### src/rtl/irq_coal_pkg.sv
package irq_coal_pkg;

   localparam int CFG_W    = 32;
   localparam int CNT_W    = 8;
   localparam int TIME_W   = 16;
   localparam int EN_BIT   = 31;
   localparam int CNT_LSB  = 21;
   localparam int TIME_LSB = 0;

   typedef struct packed {
      logic              en;
      logic [CNT_W-1:0]  cnt_thr;
      logic [TIME_W-1:0] time_thr;
   } coal_cfg_t;

   function automatic coal_cfg_t cfg_unpack(input logic [CFG_W-1:0] w);
      coal_cfg_t c;
      c.en       = w[EN_BIT];
      c.cnt_thr  = w[CNT_LSB +: CNT_W];
      c.time_thr = w[TIME_LSB +: TIME_W];
      return c;
   endfunction

   function automatic logic cfg_coalescing(input coal_cfg_t c);
      return c.en && (c.cnt_thr != '0) && (c.time_thr != '0);
   endfunction

endpackage

### src/rtl/irq_coal_cfg.sv
module irq_coal_cfg
   import irq_coal_pkg::*;
#(
   parameter bit                RST_EN   = 1'b1,
   parameter logic [CNT_W-1:0]  RST_CNT  = 8'd16,
   parameter logic [TIME_W-1:0] RST_TIME = 16'd768
) (
   input  logic             clk,
   input  logic             rst_n,
   input  logic             wr,
   input  logic [CFG_W-1:0] wdata,
   output coal_cfg_t        cfg,
   output logic             active
);

   coal_cfg_t cfg_q;

   always_ff @(posedge clk or negedge rst_n) begin
      if (!rst_n) begin
         cfg_q.en       <= RST_EN;
         cfg_q.cnt_thr  <= RST_CNT;
         cfg_q.time_thr <= RST_TIME;
      end else if (wr) begin
         cfg_q <= cfg_unpack(wdata);
      end
   end

   assign cfg    = cfg_q;
   assign active = cfg_coalescing(cfg_q);

endmodule

### src/rtl/irq_coal_counter.sv
module irq_coal_counter #(
   parameter int W = 8
) (
   input  logic         clk,
   input  logic         rst_n,
   input  logic         clr,
   input  logic         inc,
   input  logic [W-1:0] thr,
   output logic [W-1:0] cnt,
   output logic         hit
);

   logic [W-1:0] cnt_q;
   logic [W:0]   cnt_nxt;

   assign cnt_nxt = {1'b0, cnt_q} + {{W{1'b0}}, 1'b1};
   assign hit     = inc && (cnt_nxt >= {1'b0, thr});
   assign cnt     = cnt_q;

   always_ff @(posedge clk or negedge rst_n) begin
      if (!rst_n)      cnt_q <= '0;
      else if (clr)    cnt_q <= '0;
      else if (inc)    cnt_q <= cnt_nxt[W-1:0];
   end

endmodule

### src/rtl/irq_coal_timer.sv
module irq_coal_timer #(
   parameter int TW      = 16,
   parameter int PRESC_W = 6
) (
   input  logic          clk,
   input  logic          rst_n,
   input  logic          clr,
   input  logic          arm,
   input  logic          tick,
   input  logic [TW-1:0] thr,
   output logic          running,
   output logic          expire
);

   logic          run_q;
   logic [TW-1:0] units_q;
   logic [TW:0]   units_nxt;
   logic          unit_done;

   assign units_nxt = {1'b0, units_q} + {{TW{1'b0}}, 1'b1};
   assign running   = run_q;
   assign expire    = unit_done && (units_nxt == {1'b0, thr});

   generate
      if (PRESC_W == 0) begin : g_direct
         assign unit_done = run_q && tick;
      end else begin : g_presc
         localparam logic [PRESC_W-1:0] PMAX = {PRESC_W{1'b1}};
         logic [PRESC_W-1:0] presc_q;

         assign unit_done = run_q && tick && (presc_q == PMAX);

         always_ff @(posedge clk or negedge rst_n) begin
            if (!rst_n)                presc_q <= '0;
            else if (clr)              presc_q <= '0;
            else if (arm && !run_q)    presc_q <= '0;
            else if (run_q && tick)    presc_q <= presc_q + 1'b1;
         end
      end
   endgenerate

   always_ff @(posedge clk or negedge rst_n) begin
      if (!rst_n) begin
         run_q   <= 1'b0;
         units_q <= '0;
      end else if (clr) begin
         run_q   <= 1'b0;
         units_q <= '0;
      end else if (arm && !run_q) begin
         run_q   <= 1'b1;
         units_q <= '0;
      end else if (unit_done) begin
         units_q <= units_nxt[TW-1:0];
      end
   end

endmodule

### src/rtl/irq_coalesce.sv
module irq_coalesce
   import irq_coal_pkg::*;
#(
   parameter int                PRESC_W  = 6,
   parameter bit                RST_EN   = 1'b1,
   parameter logic [CNT_W-1:0]  RST_CNT  = 8'd16,
   parameter logic [TIME_W-1:0] RST_TIME = 16'd768
) (
   input  logic             clk,
   input  logic             rst_n,
   input  logic             cfg_wr,
   input  logic [CFG_W-1:0] cfg_wdata,
   input  logic             frame_done,
   input  logic             if_tick,
   input  logic             irq_ack,
   output logic             irq
);

   generate
      if (PRESC_W < 0 || PRESC_W > 16) begin : g_bad_presc
         $error("irq_coalesce: PRESC_W must be within 0..16");
      end
      if (CNT_LSB + CNT_W > TIME_LSB && CNT_LSB < TIME_LSB + TIME_W) begin : g_bad_fields
         $error("irq_coalesce: count and time fields overlap");
      end
   endgenerate

   coal_cfg_t         cfg;
   logic              active;
   logic [CNT_W-1:0]  fcnt;
   logic              cnt_hit;
   logic              tmr_run;
   logic              tmr_exp;
   logic              fire;
   logic              win_clr;
   logic              irq_q;

   irq_coal_cfg #(
      .RST_EN   (RST_EN),
      .RST_CNT  (RST_CNT),
      .RST_TIME (RST_TIME)
   ) u_cfg (
      .clk    (clk),
      .rst_n  (rst_n),
      .wr     (cfg_wr),
      .wdata  (cfg_wdata),
      .cfg    (cfg),
      .active (active)
   );

   assign fire    = active ? (cnt_hit || tmr_exp) : frame_done;
   assign win_clr = fire || cfg_wr || !active;

   irq_coal_counter #(.W(CNT_W)) u_cnt (
      .clk   (clk),
      .rst_n (rst_n),
      .clr   (win_clr),
      .inc   (frame_done && active),
      .thr   (cfg.cnt_thr),
      .cnt   (fcnt),
      .hit   (cnt_hit)
   );

   irq_coal_timer #(.TW(TIME_W), .PRESC_W(PRESC_W)) u_tmr (
      .clk     (clk),
      .rst_n   (rst_n),
      .clr     (win_clr),
      .arm     (frame_done && active),
      .tick    (if_tick),
      .thr     (cfg.time_thr),
      .running (tmr_run),
      .expire  (tmr_exp)
   );

   always_ff @(posedge clk or negedge rst_n) begin
      if (!rst_n)       irq_q <= 1'b0;
      else if (fire)    irq_q <= 1'b1;
      else if (irq_ack) irq_q <= 1'b0;
   end

   assign irq = irq_q;

endmodule

### config.mk
export PLATFORM = sky130hd
export DESIGN_NAME = irq_coalesce
export DESIGN_NICKNAME = d
export VERILOG_FILES = /design/src/rtl/irq_coal_pkg.sv /design/src/rtl/irq_coal_cfg.sv /design/src/rtl/irq_coal_counter.sv /design/src/rtl/irq_coal_timer.sv /design/src/rtl/irq_coalesce.sv
export SDC_FILE = /design/constraint.sdc
export NUM_CORES = 1
export LEC_CHECK = 0
export BUFFER_PORTS_ARGS = -buffer_cell sky130_fd_sc_hd__buf_2
export CORE_MARGIN = 2
export CORE_UTILIZATION = 55
export DETAILED_ROUTE_END_ITERATION = 10
export PLACE_DENSITY_LB_ADDON = 0.08
export RECOVER_POWER = 100
export SYNTH_ARGS = -nofsm -noshare
export SYNTH_HDL_FRONTEND = slang
export SYNTH_SLANG_ARGS = --single-unit
### constraint.sdc
create_clock -name clk -period 4.8 [get_ports clk]
set_input_delay 0.72 -clock clk [delete_from_list [all_inputs] [get_ports clk]]
set_output_delay 0.72 -clock clk [all_outputs]
set_load 0.005 [all_outputs]
== Yosys cells after proc, flatten, opt, wreduce, memory -nomap -nowiden ==
Cells that the tools add are included.
Storage, ports and cells
  register bits: 57
  bits in read-only memories: 0
  memories: 0
  bits of input ports: 38
  memory bits (writable): 0
  bits in latches: 0
Cells by class
  magnitude comparators: 1
  equal/unequal tests: 2
  shifts and indexed selects: 0
  multiplexer cells: 13
  multipliers: 0
  reduce and logical (&&, ||, !) cells: 20
  add/subtract/negate cells: 3
  div/mod/pow operators: 0
  bitwise operators: 0
Operator list (number)
  $mux W16: 3
  $mux W6: 3
  $add A16 B1 Y17 const B: 1
  $eq A17 B16 Y1: 1
  $mux W8: 2
  $reduce_bool A16 Y1: 1
  $add A8 B1 Y9 const B: 1
  $ge A9 B8 Y1: 1
  $logic_and A1 B1 Y1: 8
  $reduce_bool A8 Y1: 1
  $add A6 B1 Y6 const B: 1
  $eq A6 B6 Y1 const B: 1
  $reduce_bool A2 Y1: 3
  $reduce_bool A3 Y1: 2
  $mux W1: 5
  $logic_or A1 B1 Y1: 3
  $logic_not A1 Y1: 2

== Depth between registers and ports, before layout ==
Gate-level depths: netlist of run 1.
  word-level depth: 10
  gate-level depth with buffers: 13

== Cells and area by module ==
From an unflattened synthesis of run 1, not the netlist that was laid out.
Second synthesis, totals
  cells, all modules: 336
  area, all modules: 3484.6 um^2
By module, submodules not included
  irq_coal_timer: instances 1, cells an instance 190, area each 1657.8 um^2
  irq_coal_cfg: instances 1, cells an instance 62, area each 1092.3 um^2
  irq_coal_counter: instances 1, cells an instance 77, area each 671.9 um^2
  irq_coalesce: instances 1, cells an instance 7, area each 62.6 um^2

== Worst setup path before layout of run 1 ==
OpenSTA, ideal clock, no wires.
  path kind: flip-flop to flip-flop
  from: reg u_cnt.cnt_q[0], in the netlist u_cnt.cnt[0]
  to: reg u_tmr.units_q[13]
  path buffers: 2
  slack: 1.997 ns
  arrival: 2.706 ns
  clock period less this slack: 2.803 ns
  library setup time: 0.097 ns
  stages on the path, launching flop included: 14
  path through: dfrtp_1 > ha_1 > and3_1 > clkbuf_1 > nand3_1 > xnor2_1 > ha_1 > a21oi_1 > o21ai_0 > a221oi_1 > o31a_1 > o21ai_1 > clkbuf_1 > nor4_2
On the way
  cells in the longest elaborated chain, start to end: 8
Ends and longest elaborated chain
  start, declared: line irq_coal_counter.sv:13  | logic [W-1:0] cnt_q;
  start signal, assigned: line irq_coal_counter.sv:23  | else if (inc) cnt_q <= cnt_nxt[W-1:0];
  $add A8 B1 Y9 *: line irq_coal_counter.sv:16  | assign cnt_nxt = {1'b0, cnt_q} + {{W{1'b0}}, 1'b1};
  $ge A9 B8 Y1 *: line irq_coal_counter.sv:17  | assign hit = inc && (cnt_nxt >= {1'b0, thr});
  $logic_and A1 B1 Y1 *: line irq_coal_counter.sv:17
  $logic_or A1 B1 Y1 *: line irq_coalesce.sv:51  | assign fire = active ? (cnt_hit || tmr_exp) : frame_done;
  $mux W1 *: line irq_coalesce.sv:51
  $logic_or A1 B1 Y1 * (2 in series): line irq_coalesce.sv:52  | assign win_clr = fire || cfg_wr || !active;
  $reduce_bool A3 Y1 (no line) or $mux W16 (tied branches)
  end signal, assigned: line irq_coal_timer.sv:53  | units_q <= units_nxt[TW-1:0];
  end, declared: line irq_coal_timer.sv:16  | logic [TW-1:0] units_q;
Every way passes the cells marked *; elsewhere a longest branch is shown, timed or not.
A chain may end at the register's enable or synchronous reset.

== Worst setup path in the final report of run 1 ==
  from: reg u_cnt.cnt_q[0], in the netlist u_cnt.cnt[0]
  to: reg u_tmr.units_q[4]
Same word-level chain as after synthesis.

==> results of run 1 <==
[metal layers]
metal,vias up,part of all wire (%),wire length (µm)
met3,18,2.8,203
met5,-,0,0
met1,1269,44,3230
li1,1269,-,-
met4,0,2.0,144
met2,44,51,3690
[worst max-delay path, stage by stage, from the launching register on]
cell and delay (ns):
sky130_fd_sc_hd__dfrtp_1 0.41, sky130_fd_sc_hd__ha_1 0.23, sky130_fd_sc_hd__and3_1 0.29, sky130_fd_sc_hd__nand3_1 0.12
sky130_fd_sc_hd__xnor2_1 0.15, sky130_fd_sc_hd__ha_1 0.30, sky130_fd_sc_hd__nand2_1 0.07, sky130_fd_sc_hd__o21ai_0 0.17
sky130_fd_sc_hd__a221oi_1 0.11, sky130_fd_sc_hd__o31a_1 0.17, sky130_fd_sc_hd__o21ai_2 0.50, sky130_fd_sc_hd__clkbuf_1 0.58
sky130_fd_sc_hd__nor4_1 0.15
[how the worst min path moves through the flow]
stage	startpoint	to	slack [ns]
after CTS	irq$_DFFE_PN0P_	irq$_DFFE_PN0P_	0.53
after detailed placement	irq$_DFFE_PN0P_	irq$_DFFE_PN0P_	0.51
after global placement	irq$_DFFE_PN0P_	irq$_DFFE_PN0P_	0.50
final	irq$_DFFE_PN0P_	irq$_DFFE_PN0P_	0.53
after floorplan	rst_n	irq$_DFFE_PN0P_	0.42
after global routing	irq$_DFFE_PN0P_	irq$_DFFE_PN0P_	0.55
[per-stage QoR]
step	instance area [µm²]	std cells	setup slack, ns
after floorplan	3430	337	2.00
after global placement	3600	425	1.69
after detailed placement	3600	425	1.69
after CTS	3810	441	1.65
after global routing	3760	441	0.856
final	3760	441	1.38
[synth_stat cells, drive strengths merged]
master / count
nand2b: 1
nand2: 25
buf: 9
o21a: 1
nand4: 14
o211ai: 2
dfstp: 4
nor4: 25
mux2i: 3
clkbuf: 12
o31a: 2
a211o: 1
o311a: 1
o22a: 1
dfrtp: 53
nor2b: 1
nor2: 17
xnor2: 30
mux2: 18
a221o: 1
nand3: 12
a21oi: 3
inv: 12
a2111oi: 2
nor3: 22
nand4b: 1
nor4b: 1
and4: 5
or3: 1
a31oi: 3
a21o: 1
a221oi: 1
o221ai: 1
xor2: 22
nor3b: 1
a211oi: 1
ha: 11
and2: 1
and3: 3
o21ai: 11
a41oi: 1
[flip-flops by register name, indices dropped and copies added, names as in the netlist]
name,flops
u_tmr.running,1
u_cfg.cfg,25
u_tmr.units_q,16
u_cnt.cnt,8
irq,1
u_tmr.g_presc.presc_q,6
[layout make-up]
cell class                      instances  area share [%]
Clock buffer                           10            3.39
Tap cell                               75            2.50
Multi-Input combinational cell        247            48.2
Clock inverter                          6            2.20
Inverter                               12            1.20
Timing Repair Buffer                   34            4.49
Sequential cell                        57            38.1
[cells by family (layout without fill, tap and decap cells)]
kind of cell	count (synthesis)	count (layout)	synth area share [%]
xor+xnor	52	52	13.3
fa+ha+maj	11	11	4.01
compound gates	33	33	6.57
mux	21	21	6.79
buf+inv	33	62	4.42
simple gates	130	130	23.2
flops	57	57	41.8
[power breakdown]
part	total [µW]	leakage [µW]	switching, µW	internal [µW]
logic	113	0.000692	60.3	52.4
registers	529	0.000734	22.6	506
clock network	485	0.000106	196	289
total	1130	0.00153	279	848
==> results.sh, run 1 <==
export IMPL_worst_pin_slew_ns=3.08
export IMPL_net_total_in_the_final_layout=410
export IMPL_drv_max_cap_violation_count=2
export IMPL_ctsHtreeMaxLevel=3
export IMPL_worst_r2r_setup_slack_ns=1.38
export IMPL_pwr_density_mw_per_mm2=300
export IMPL_drtPass1Iterations=4
export IMPL_route_detailed_vias_per_inst=5.90
export IMPL_globalplace_congestion=0.822
export IMPL_timing_rr_end="u_tmr.units_q[4]$_DFFE_PN0P_"
export IMPL_utilization_pct=63.2
export IMPL_areaGrowthSynthToFinish_pct=9.71
export IMPL_final_cell_mix="53 x sky130_fd_sc_hd__dfrtp_1, 30 x sky130_fd_sc_hd__xnor2_1, 30 x sky130_fd_sc_hd__buf_2"
export IMPL_hold_path_class="flop to flop"
export IMPL_grt_start_max_net_pins=58
export IMPL_fill_cells=523
export IMPL_crit_arrival_ns=3.60
export IMPL_worst_skew_pair_late_latency_ns=0.34
export IMPL_path_class="flop to flop"
export IMPL_initialDrtViolationCount=165
export IMPL_end_point_of_the_critical_path="u_tmr.units_q[4]$_DFFE_PN0P_"
export IMPL_ant_nets=0
export IMPL_clk_pin_slew_worst_paths_ns=0.07
export IMPL_clock_sink_count=57
export IMPL_cts_made_buffers=9
export IMPL_effective_utilization_at_floorplan_pct=57.6
export IMPL_cts_hold_buffers=0
export IMPL_i_o_pin_cnt=39
export IMPL_reg2reg_depth=12
export IMPL_yosys_cell_types_count=51
export IMPL_cp_startpoint="u_cnt.cnt[0]$_DFFE_PN0P_"
export IMPL_largest_vdd_supply_drop_v=0.000211
export IMPL_synth_area_leader_cell="sky130_fd_sc_hd__dfrtp_1"
export IMPL_grt_overflow=0
export IMPL_syn_num_nets=386
export IMPL_num_vias=2600
export IMPL_timing_final_crit_share_pct=71.2
export IMPL_leakage_uw=0.00153
export IMPL_bufs_on_longest_clock_path=2
export IMPL_diodes=0
export IMPL_cts_resized_gates=0
export IMPL_synth_top_area_share_pct=38.7
export IMPL_fin_worst_skew_ns=0.00604
export IMPL_finalWirelength_um=7260
export IMPL_route_detailed_wl_per_inst_um=16.5
export IMPL_drv_slew=93
export IMPL_fraction_of_final_layout_cells_sized_beyond_drive_strength_1_pct=22.7
export IMPL_clock_tree_from_tritoncts="yes"
export IMPL_dpl_hpwl_um=4950
export IMPL_yosys_register_bits=57
export IMPL_worst_hold_slack_ns=0.535
export IMPL_syn_cell_area_mm2=0.00343
export IMPL_synth_area_leaders="sky130_fd_sc_hd__dfrtp_1 39%, sky130_fd_sc_hd__xnor2_1 7.7%, sky130_fd_sc_hd__mux2_2 5.9%, sky130_fd_sc_hd__xor2_1 5.6%, sky130_fd_sc_hd__ha_1 4.0%"
export IMPL_finalHoldViolCount=0
export IMPL_critPathCaptureType="flop"
export IMPL_dieHeight_um=83.0
export IMPL_startpoint_kind_of_the_worst_setup_timing_path="flop"
export IMPL_register_area_mm2=0.00143
export IMPL_critPathMaxFanout=14
export IMPL_vias_in_the_first_global_route=2727
export IMPL_fp_dieW_um=83.0
export IMPL_synth_sequential_area_ratio_pct=41.8
export IMPL_globalRouteMet2Util_pct=38.7
export IMPL_r2r_start="u_cnt.cnt[0]$_DFFE_PN0P_"
export IMPL_final_period_minus_worst_setup_slack_ns=3.42
export IMPL_gr_usage_all_layers_pct=23.4
export IMPL_route_detailed_drc=0
export IMPL_status="finished, violations left"
export IMPL_holdPathStages=1
export IMPL_grt_first_pass_wirelength_um=12900
export IMPL_die_area_mm2=0.00688
export IMPL_setup_viol=0
export IMPL_antenna_violations_before_repair=0
export IMPL_multiInputGateArea_mm2=0.00181
export IMPL_cp_data_required_time_ns=4.98
export IMPL_leading_cell_type_in_the_layout_fill_and_taps_excluded="sky130_fd_sc_hd__dfrtp_1"
export IMPL_yosys_warnings=0
export IMPL_max_freq_mhz=293
export IMPL_slew_headroom_pct=-105
export IMPL_num_rows=28
export IMPL_violations="max-capacitance violations, max-slew violations"
export IMPL_avgSynthCellArea_um2=10.2
export IMPL_core_area_mm2=0.00596
export IMPL_totalPowerFinal_uw=1130
export IMPL_use_met3_pct=5.86
export IMPL_rsz_0062_raised_after_global_routing="no"
export IMPL_post_cts_setup_repair_bufs=0
export IMPL_netlist_instances=337
export IMPL_global_route_peak_usage_layer="met2"
export IMPL_port_buffer_count=31
export IMPL_aggregate_negative_setup_slack_ns=0
export IMPL_gr_usage_met1_pct=29.5
export IMPL_clk_root_buffer_cell="sky130_fd_sc_hd__clkbuf_8"
(Power assumes the default switching activity.)
==> run 2, diff against run 1 <==
clock period = 3.4 ns   (was 4.8 ns; I/O delays follow)
==> results.sh, run 2 (synthesis gave the netlist of run 1 again) <==
export IMPL_fill_cells=535
export IMPL_utilization_pct=62.8
export IMPL_diodes=0
export IMPL_gr_usage_all_layers_pct=23.2
export IMPL_clk_root_buffer_cell="sky130_fd_sc_hd__clkbuf_8"
export IMPL_worst_pin_slew_ns=1.69
export IMPL_finalWirelength_um=7210
export IMPL_setup_viol=0
export IMPL_die_area_mm2=0.00688
export IMPL_worstPathCellList="ha_1, and3_1, nand3_1, xnor2_1, ha_1, a21oi_1, o21ai_0, a221oi_1, o31a_1, o21ai_2, buf_4, nor4_1"
export IMPL_cts_made_buffers=9
export IMPL_layoutNonFillerInstCount=445
export IMPL_path_class="flop to flop"
export IMPL_totalPowerFinal_uw=1520
export IMPL_rsz_0062_raised_after_global_routing="no"
export IMPL_leading_cell_type_in_the_layout_fill_and_taps_excluded="sky130_fd_sc_hd__dfrtp_1"
export IMPL_num_vias=2616
export IMPL_number_of_flip_flops_in_the_largest_register=25
export IMPL_dpl_hpwl_um=5150
export IMPL_fp_dieW_um=83.0
export IMPL_timing_final_crit_share_pct=88.3
export IMPL_r2r_start="u_cnt.cnt[0]$_DFFE_PN0P_"
export IMPL_crit_path_frequent_cell="sky130_fd_sc_hd__ha_1"
export IMPL_status="finished, violations left"
export IMPL_fin_worst_skew_ns=0.00275
export IMPL_aggregate_negative_setup_slack_ns=0
export IMPL_globalplace_congestion=0.804
export IMPL_antenna_violations_before_repair=0
export IMPL_worst_r2r_setup_slack_ns=0.40
export IMPL_final_cell_mix="53 x sky130_fd_sc_hd__dfrtp_1, 30 x sky130_fd_sc_hd__xnor2_1, 28 x sky130_fd_sc_hd__buf_2"
export IMPL_num_rows=28
export IMPL_violations="max-capacitance violations, max-slew violations"
export IMPL_dieHeight_um=83.0
export IMPL_min_from="cfg_wdata[27]"
export IMPL_clk_pin_slew_worst_paths_ns=0.06
export IMPL_reg2reg_depth=12
export IMPL_hold_path_class="input port to flop"
export IMPL_finalHoldViolCount=0
export IMPL_grt_start_max_net_pins=35
export IMPL_effective_utilization_at_floorplan_pct=57.6
export IMPL_areaGrowthSynthToFinish_pct=9.05
export IMPL_crit_path_top_delay_cell="sky130_fd_sc_hd__dfrtp_1"
export IMPL_timing_rr_end="u_tmr.g_presc.presc_q[3]$_DFFE_PN0P_"
export IMPL_holdPathStages=3
export IMPL_pwr_density_mw_per_mm2=406
export IMPL_placedCellCount=429
export IMPL_final_period_minus_worst_setup_slack_ns=3.00
export IMPL_drv_slew=32
export IMPL_route_detailed_drc=0
export IMPL_critPathMaxFanout=13
export IMPL_route_detailed_wl_per_inst_um=16.2
export IMPL_cts_resized_gates=0
export IMPL_clock_tree_from_tritoncts="yes"
export IMPL_cts_hold_buffers=0
export IMPL_cp_data_required_time_ns=3.62
export IMPL_grt_overflow=0
export IMPL_leakage_uw=0.00153
export IMPL_bufs_on_longest_clock_path=2
export IMPL_crit_arrival_ns=3.22
export IMPL_core_area_mm2=0.00596
export IMPL_post_cts_setup_repair_bufs=0
export IMPL_ant_nets=0
export IMPL_drtPass1Iterations=4
export IMPL_whs_endpoint="u_cfg.cfg[22]$_DFFE_PN0P_"
export IMPL_vias_in_the_first_global_route=2684
export IMPL_startpoint_kind_of_the_worst_setup_timing_path="flop"
export IMPL_slew_headroom_pct=-13.0
export IMPL_ctsHtreeMaxLevel=3
export IMPL_max_freq_mhz=333
export IMPL_net_total_in_the_final_layout=414
export IMPL_critPathCaptureType="flop"
export IMPL_route_detailed_vias_per_inst=5.88
export IMPL_i_o_pin_cnt=39
export IMPL_grt_first_pass_wirelength_um=12800
export IMPL_initialDrtViolationCount=207
export IMPL_drv_max_cap_violation_count=1
export IMPL_cpPeakStageDelay_ns=0.41
export IMPL_largest_vdd_supply_drop_v=0.000241
export IMPL_clock_sink_count=57
export IMPL_port_buffer_count=31
export IMPL_worst_skew_pair_late_latency_ns=0.33
export IMPL_fraction_of_final_layout_cells_sized_beyond_drive_strength_1_pct=21.1
run 2: per-stage QoR:
stage / hold slack (ns) / setup WS [ns] / area [µm²]
final: 0.392 / 0.398 / 3740
after floorplan: 0.214 / 0.597 / 3430
after global routing: 0.384 / 0.0666 / 3740
after CTS: 0.235 / 0.425 / 3820
after global placement: 0.501 / 0.513 / 3630
after detailed placement: 0.502 / 0.448 / 3630
run 2: worst max path at each step:
stage | start | end | slack, ns | cells past startpoint
2_1_floorplan | u_cnt.cnt[0]$_DFFE_PN0P_ | u_tmr.units_q[13]$_DFFE_PN0P_ | 0.60 | 13
3_3_place_gp | u_cnt.cnt[0]$_DFFE_PN0P_ | u_tmr.units_q[1]$_DFFE_PN0P_ | 0.51 | 12
3_5_place_dp | u_cnt.cnt[0]$_DFFE_PN0P_ | u_tmr.g_presc.presc_q[3]$_DFFE_PN0P_ | 0.45 | 12
4_1_cts | u_cnt.cnt[0]$_DFFE_PN0P_ | u_tmr.g_presc.presc_q[3]$_DFFE_PN0P_ | 0.43 | 12
5_1_grt | u_cnt.cnt[0]$_DFFE_PN0P_ | u_tmr.g_presc.presc_q[3]$_DFFE_PN0P_ | 0.07 | 12
6_report | u_cnt.cnt[0]$_DFFE_PN0P_ | u_tmr.g_presc.presc_q[3]$_DFFE_PN0P_ | 0.40 | 12
run 2: area by class of cell:
| type | count | area [µm²] | share of cell area, % |
|---|---|---|---|
| flip-flops and latches | 57 | 1430 | 38.3 |
| inverters | 12 | 45.0 | 1.20 |
| clock buffers | 13 | 149 | 3.98 |
| multi-input cells | 247 | 1790 | 47.8 |
| well taps | 75 | 93.8 | 2.51 |
| clock inverters | 3 | 40.0 | 1.07 |
| repair buffers | 38 | 193 | 5.15 |
run 2: where the power goes:
part | switching, µW | total (µW) | internal [µW]
Combinational | 83.7 | 159 | 75.6
Clock | 256 | 613 | 357
Sequential | 32.2 | 747 | 715
Total | 372 | 1520 | 1150
run 2: per-layer routing:
| layer | global-route usage (%) | part of all wire, % | up-vias |
|---|---|---|---|
| met5 | 0 | 0 | - |
| met4 | 9.84 | 1.8 | 0 |
| met3 | 4.67 | 2.9 | 12 |
| met2 | 39.4 | 51 | 47 |
| met1 | 28.7 | 44 | 1272 |
| li1 | - | - | 1285 |
run 2: critical path: cells and delay by family (launching register included):
family	cells	cell delay (ns)
AO/OA/AOI/OAI	5	0.90
AND/OR/NAND/NOR	3	0.73
adder cells (fa/ha/maj)	2	0.53
flip-flops	1	0.41
buffers and inverters	1	0.19
XOR/XNOR	1	0.14
